**src/rtl/iodec_pkg.sv**
```systemverilog
package iodec_pkg;

    // registered state of the decoder
    typedef struct packed {
        logic en;
    } iodec_state_t;

    localparam iodec_state_t IODEC_IDLE = '{en: 1'b0};

endpackage

```
**src/rtl/iodec_qualify.sv**
```systemverilog
module iodec_qualify #(
    parameter int WIN_W = 3
) (
    input  logic             ads_n,
    input  logic [WIN_W-1:0] win_bits,
    input  logic             mio,
    input  logic             dc,
    output logic             start
);

    logic in_window;
    logic io_data;

    always_comb begin
        in_window = &win_bits;
        io_data   = !mio && dc;
        start     = !ads_n && in_window && io_data;
    end

endmodule

```
**src/rtl/iodec_hold.sv**
```systemverilog
module iodec_hold
    import iodec_pkg::*;
(
    input  logic clk,
    input  logic rst,
    input  logic start,
    input  logic rdy_n,
    input  logic tmo,
    output logic en
);

    iodec_state_t st_d;
    iodec_state_t st_q;

    // priority: reset, timeout, new cycle, ready, hold
    always_comb begin
        st_d = st_q;
        if (rst || tmo) begin
            st_d = IODEC_IDLE;
        end else if (start) begin
            st_d.en = 1'b1;
        end else if (!rdy_n) begin
            st_d.en = 1'b0;
        end
    end

    always_ff @(posedge clk) begin
        st_q <= st_d;
    end

    assign en = st_q.en;


    tmo_clears_chk: assert property (@(posedge clk) disable iff (rst)
        tmo |=> !en);


    hold_chk: assert property (@(posedge clk) disable iff (rst)
        (en && rdy_n && !tmo) |=> en);

endmodule

```
**src/rtl/iodec_select.sv**
```systemverilog
module iodec_select #(
    parameter int DEV_BITS = 3,
    localparam int NUM_DEV = 1 << DEV_BITS
) (
    input  logic                en,
    input  logic [DEV_BITS-1:0] idx,
    output logic [NUM_DEV-1:0]  sel
);

    for (genvar g = 0; g < NUM_DEV; g++) begin : g_dev
        assign sel[g] = en && (idx == DEV_BITS'(g));
    end

endmodule

```
**src/rtl/iodec_io_window.sv**
```systemverilog
module iodec_io_window #(
    parameter int ADDR_W   = 8,
    parameter int WIN_LSB  = 5,
    parameter int DEV_BITS = 3,
    localparam int ALO     = 2,
    localparam int NUM_DEV = 1 << DEV_BITS,
    localparam int WIN_W   = ADDR_W - WIN_LSB
) (
    input  logic              clk,
    input  logic              rst,
    input  logic              ads_n,
    input  logic [ADDR_W-1:ALO] addr,
    input  logic              mio,
    input  logic              dc,
    input  logic              rdy_n,
    input  logic              tmo,
    output logic              cs_en,
    output logic [NUM_DEV-1:0] dev_sel
);

    logic start_w;
    logic en_w;

    iodec_qualify #(.WIN_W(WIN_W)) i_qualify (
        .ads_n    (ads_n),
        .win_bits (addr[ADDR_W-1:WIN_LSB]),
        .mio      (mio),
        .dc       (dc),
        .start    (start_w)
    );

    iodec_hold i_hold (
        .clk   (clk),
        .rst   (rst),
        .start (start_w),
        .rdy_n (rdy_n),
        .tmo   (tmo),
        .en    (en_w)
    );

    iodec_select #(.DEV_BITS(DEV_BITS)) i_select (
        .en  (en_w),
        .idx (addr[ALO +: DEV_BITS]),
        .sel (dev_sel)
    );

    assign cs_en = en_w;


    start_sets_chk: assert property (@(posedge clk) disable iff (rst)
        (start_w && !tmo) |=> cs_en);


    ready_clears_chk: assert property (@(posedge clk) disable iff (rst)
        (!rdy_n && !start_w) |=> !cs_en);


    sel_onehot_chk: assert property (@(posedge clk) disable iff (rst)
        cs_en |-> ($countones(dev_sel) == 1));


    sel_idle_chk: assert property (@(posedge clk) disable iff (rst)
        !cs_en |-> (dev_sel == '0));


    no_start_chk: assert property (@(posedge clk) disable iff (rst)
        (!cs_en && (ads_n || !(&addr[ADDR_W-1:WIN_LSB]))) |=> !cs_en);

endmodule

```
**config.mk**
```make
export PLATFORM = sky130hd
export DESIGN_NAME = iodec_io_window
export DESIGN_NICKNAME = d
export VERILOG_FILES = /design/src/rtl/iodec_pkg.sv /design/src/rtl/iodec_qualify.sv /design/src/rtl/iodec_hold.sv /design/src/rtl/iodec_select.sv /design/src/rtl/iodec_io_window.sv
export SDC_FILE = /design/constraint.sdc
export NUM_CORES = 1
export LEC_CHECK = 0
export ABC_AREA = 0
export CAP_MARGIN = 20
export CORE_AREA = 10 10 47 49
export DETAILED_ROUTE_END_ITERATION = 16
export DIE_AREA = 0 0 57 59
export GPL_TIMING_DRIVEN = 0
export SETUP_SLACK_MARGIN = 0.1
export SYNTH_ARGS = -nofsm -noshare
export SYNTH_HDL_FRONTEND = slang
export SYNTH_SLANG_ARGS = --single-unit
export TNS_END_PERCENT = 20
```
**constraint.sdc**
```tcl
create_clock -name clk -period 1.7 [get_ports clk]
set_clock_uncertainty 0.2 [all_clocks]
set_input_delay 0.34 -clock clk [delete_from_list [all_inputs] [get_ports clk]]
set_output_delay 0.34 -clock clk [all_outputs]
set_load 0.02 [all_outputs]
```
==> impl_metrics.py <==
metrics = {
    "yosys": {
        "fraction_of_synthesis_flops_using_an_asynchronous_set_or_reset_pin": 0,
        "ys.warnings.count": 0,
        "synth_cell_type_count": 8,
        "ys.flop_type": "sky130_fd_sc_hd__dfxtp_1",
        "synth_top_area_frac": 0.223,
        "synth_top_cells_by_count": "7 x sky130_fd_sc_hd__nor2_1, 3 x sky130_fd_sc_hd__nand2b_1, 2 x sky130_fd_sc_hd__nand2_1, 2 x sky130_fd_sc_hd__nor3_1",
        "synth.net_count": 31,
        "netlist_top_cells_area": "sky130_fd_sc_hd__nor2_1 22%, sky130_fd_sc_hd__dfxtp_1 17%, sky130_fd_sc_hd__nand2b_1 16%",
        "synthesis.instances": 18,
        "synth_area_leader_cell": "sky130_fd_sc_hd__nor2_1",
        "post_synth.cell_area_avg_um2": 6.53,
        "ys_seq_area_frac": 0.170,
        "synthesis.area_um2": 118,
        "synth_most_common_cell": "sky130_fd_sc_hd__nor2_1",
        "synth.ff_latch_count": 1,
        "synth-edff-count": 0,
    },
    "detailed_routing": {
        "drc_errors": 0,
        "drt-total-wl_um": 651,
        "detail_route.iter0.violations": 2,
        "post_drt_via_cell_ratio": 4.02,
        "drtAntennaViolNets": 0,
        "drt_first_pass_iters": 2,
        "route.vias.total": 221,
        "avgRoutedWirePerCell_um": 11.8,
    },
    "worst_setup_path": {
        "timing.critical_path.max_delay_family": "buffers and inverters",
        "worst_r2r_path_depth": 1,
        "crit_fanout": 5,
        "worstPathRequired_ns": 1.16,
        "cp_slowest_stage_delay_ns": 0.29,
        "cp_cell_sequence": "dlygate4sd2_1 > nand2b_4 > nor2_1 > buf_4",
        "r2r_slack_ns": 0.81,
        "timing.critical_path.to_type": "output pin",
        "reg2reg_to": "i_hold.en",
        "crit_path_launch_type": "input port",
        "crit_type": "in -> out",
        "timing.critical_path.buf_inv": 2,
        "cpMaxStageDelayCell": "sky130_fd_sc_hd__dlygate4sd2_1",
        "worst-endpoint-arrival_ns": 1.05,
        "regToRegStartpoint": "i_hold.en",
    },
    "layout": {
        "largest_register_ff_count": 1,
        "finalCoreUtilization": 0.254,
        "area_growth_pct": 202,
        "count_of_inserted_antenna_diode_cells": 0,
        "drive_gt1_frac": 0.436,
        "nets": 54,
        "finalNonFillerCells": 55,
    },
    "power": {
        "p_per_area_nw_per_um2": 180,
        "static-leakage-power_nw": 0.165,
        "vdd_ir_drop_max_mv": 0.0915,
    },
    "min_path": {
        "timing.hold.worst_endpoint": "i_hold.en",
        "holdCritPathClass": "reg -> reg",
        "worstHoldPathCells": 1,
        "hp-start": "i_hold.en",
    },
    "placement": {
        "gp_routability_congestion": 0.807,
        "place.detailed.instances": 55,
        "buffer_ports.inserted": 21,
    },
    "clocking": {
        "clkTransAtPathRegs_ns": 0,
        "cts_setup_buffers": 0,
        "clk_latency_ns": 0,
        "hold_buffers": 0,
    },
    "floorplan": {
        "io-pin-count": 22,
        "placeableCoreArea_um2": 1400,
        "die_w_um": 57,
        "start_util": 0.0839,
        "placement_rows": 14,
        "height_of_the_die_um": 59,
        "area_enclosed_by_the_die_boundary_um2": 3360,
    },
    "timing": {
        "period_share": 0.934,
        "slew_headroom": 0.842,
        "slew_viol_final": 0,
        "rsz0062_at_grt": "true",
        "hold_violations": 0,
        "max_clock_freq_mhz": 629,
        "final.min_clock_period_ns": 1.59,
        "tightestPinTransition_ns": 0.236,
        "setup_viol": 0,
    },
    "global_route": {
        "pin_count_of_the_biggest_net_entering_global_routing": 6,
        "gr-total-overflow": 0,
        "globalRouteTotalUtil": 0.0367,
        "antenna_found_initial": 0,
        "global_route_wire_length_before_repair_um": 1080,
        "first_global_vias": 241,
    },
    "outcome": {
        "run_status": "finished clean",
    },
    "job": {
        "maxCapViolations": 0,
    },
}
layout make-up:
class	count	area [um^2]
Fill cell	169	1050
Timing Repair Buffer	21	185
Sequential cell	1	20.0
Tap cell	16	20.0
Multi-Input combinational cell	17	130
metrics by stage:
step	hold WS [ns]	cell area (um^2)	setup TNS, ns	power (mW)	setup slack (ns)
floorplan	0.302	123	0	0.0306	0.0936
global placement	0.355	353	-4.37	0.0620	-0.575
detailed placement	0.352	353	-4.45	0.0629	-0.580
CTS	0.439	347	0	0.0624	0.0802
global route	0.451	355	0	0.0674	0.0352
finish	0.425	355	0	0.0641	0.111
cell usage in the layout, fill, tap and decap left out:
cell type,n
sky130_fd_sc_hd__clkdlybuf4s50_1,9
sky130_fd_sc_hd__buf_4,8
sky130_fd_sc_hd__nor2_1,5
sky130_fd_sc_hd__nand2b_4,2
sky130_fd_sc_hd__nor3_2,2
sky130_fd_sc_hd__nor2_2,2
sky130_fd_sc_hd__dlygate4sd2_1,2
sky130_fd_sc_hd__nand2_1,1
sky130_fd_sc_hd__nand2_2,1
sky130_fd_sc_hd__nand2b_1,1
sky130_fd_sc_hd__and4b_1,1
sky130_fd_sc_hd__nor4b_2,1
sky130_fd_sc_hd__a32o_1,1
sky130_fd_sc_hd__dfxtp_1,1
sky130_fd_sc_hd__clkbuf_2,1
sky130_fd_sc_hd__dlymetal6s2s_1,1
cells by family after synthesis:
kind of cell,after synthesis,share of synthesized area
AOI/OAI and AO/OA,1,0.0851
DFF,1,0.170
and+or+nand+nor,16,0.745
metal layers:
layer  wire length (um)  global-route usage  vias up
li1                   -                   -      106
met1                268              0.0451       96
met2                250              0.0527       19
met3                133              0.0279        0
met4                  0                   0        0
met5                  0                   0        -
how the worst max path moves through the flow:
stage / startpoint / to / slack [ns] / depth (start not counted)
4_1_cts: i_hold.en / cs_en / 0.08 / 1
3_5_place_dp: addr[4] / dev_sel[3] / -0.58 / 4
3_3_place_gp: addr[3] / dev_sel[0] / -0.57 / 4
2_1_floorplan: i_hold.en / dev_sel[0] / 0.09 / 2
5_1_grt: addr[2] / dev_sel[6] / 0.04 / 4
6_report: addr[2] / dev_sel[6] / 0.11 / 4
repair_timing:
item	CTS	global route
hold endpoints to repair	0	0
endpoints found under the setup margin	8	7
gates resized for setup	48	5
pin swaps	0	1
cloned	0	0
report_power, final:
part / internal [mW] / switching (mW) / total [mW]
combinational: 0.0273 / 0.0127 / 0.0399
clock: 0 / 0 / 0
sequential: 0.0240 / 0.000156 / 0.0242
Power figures use the tool's default switching activity.
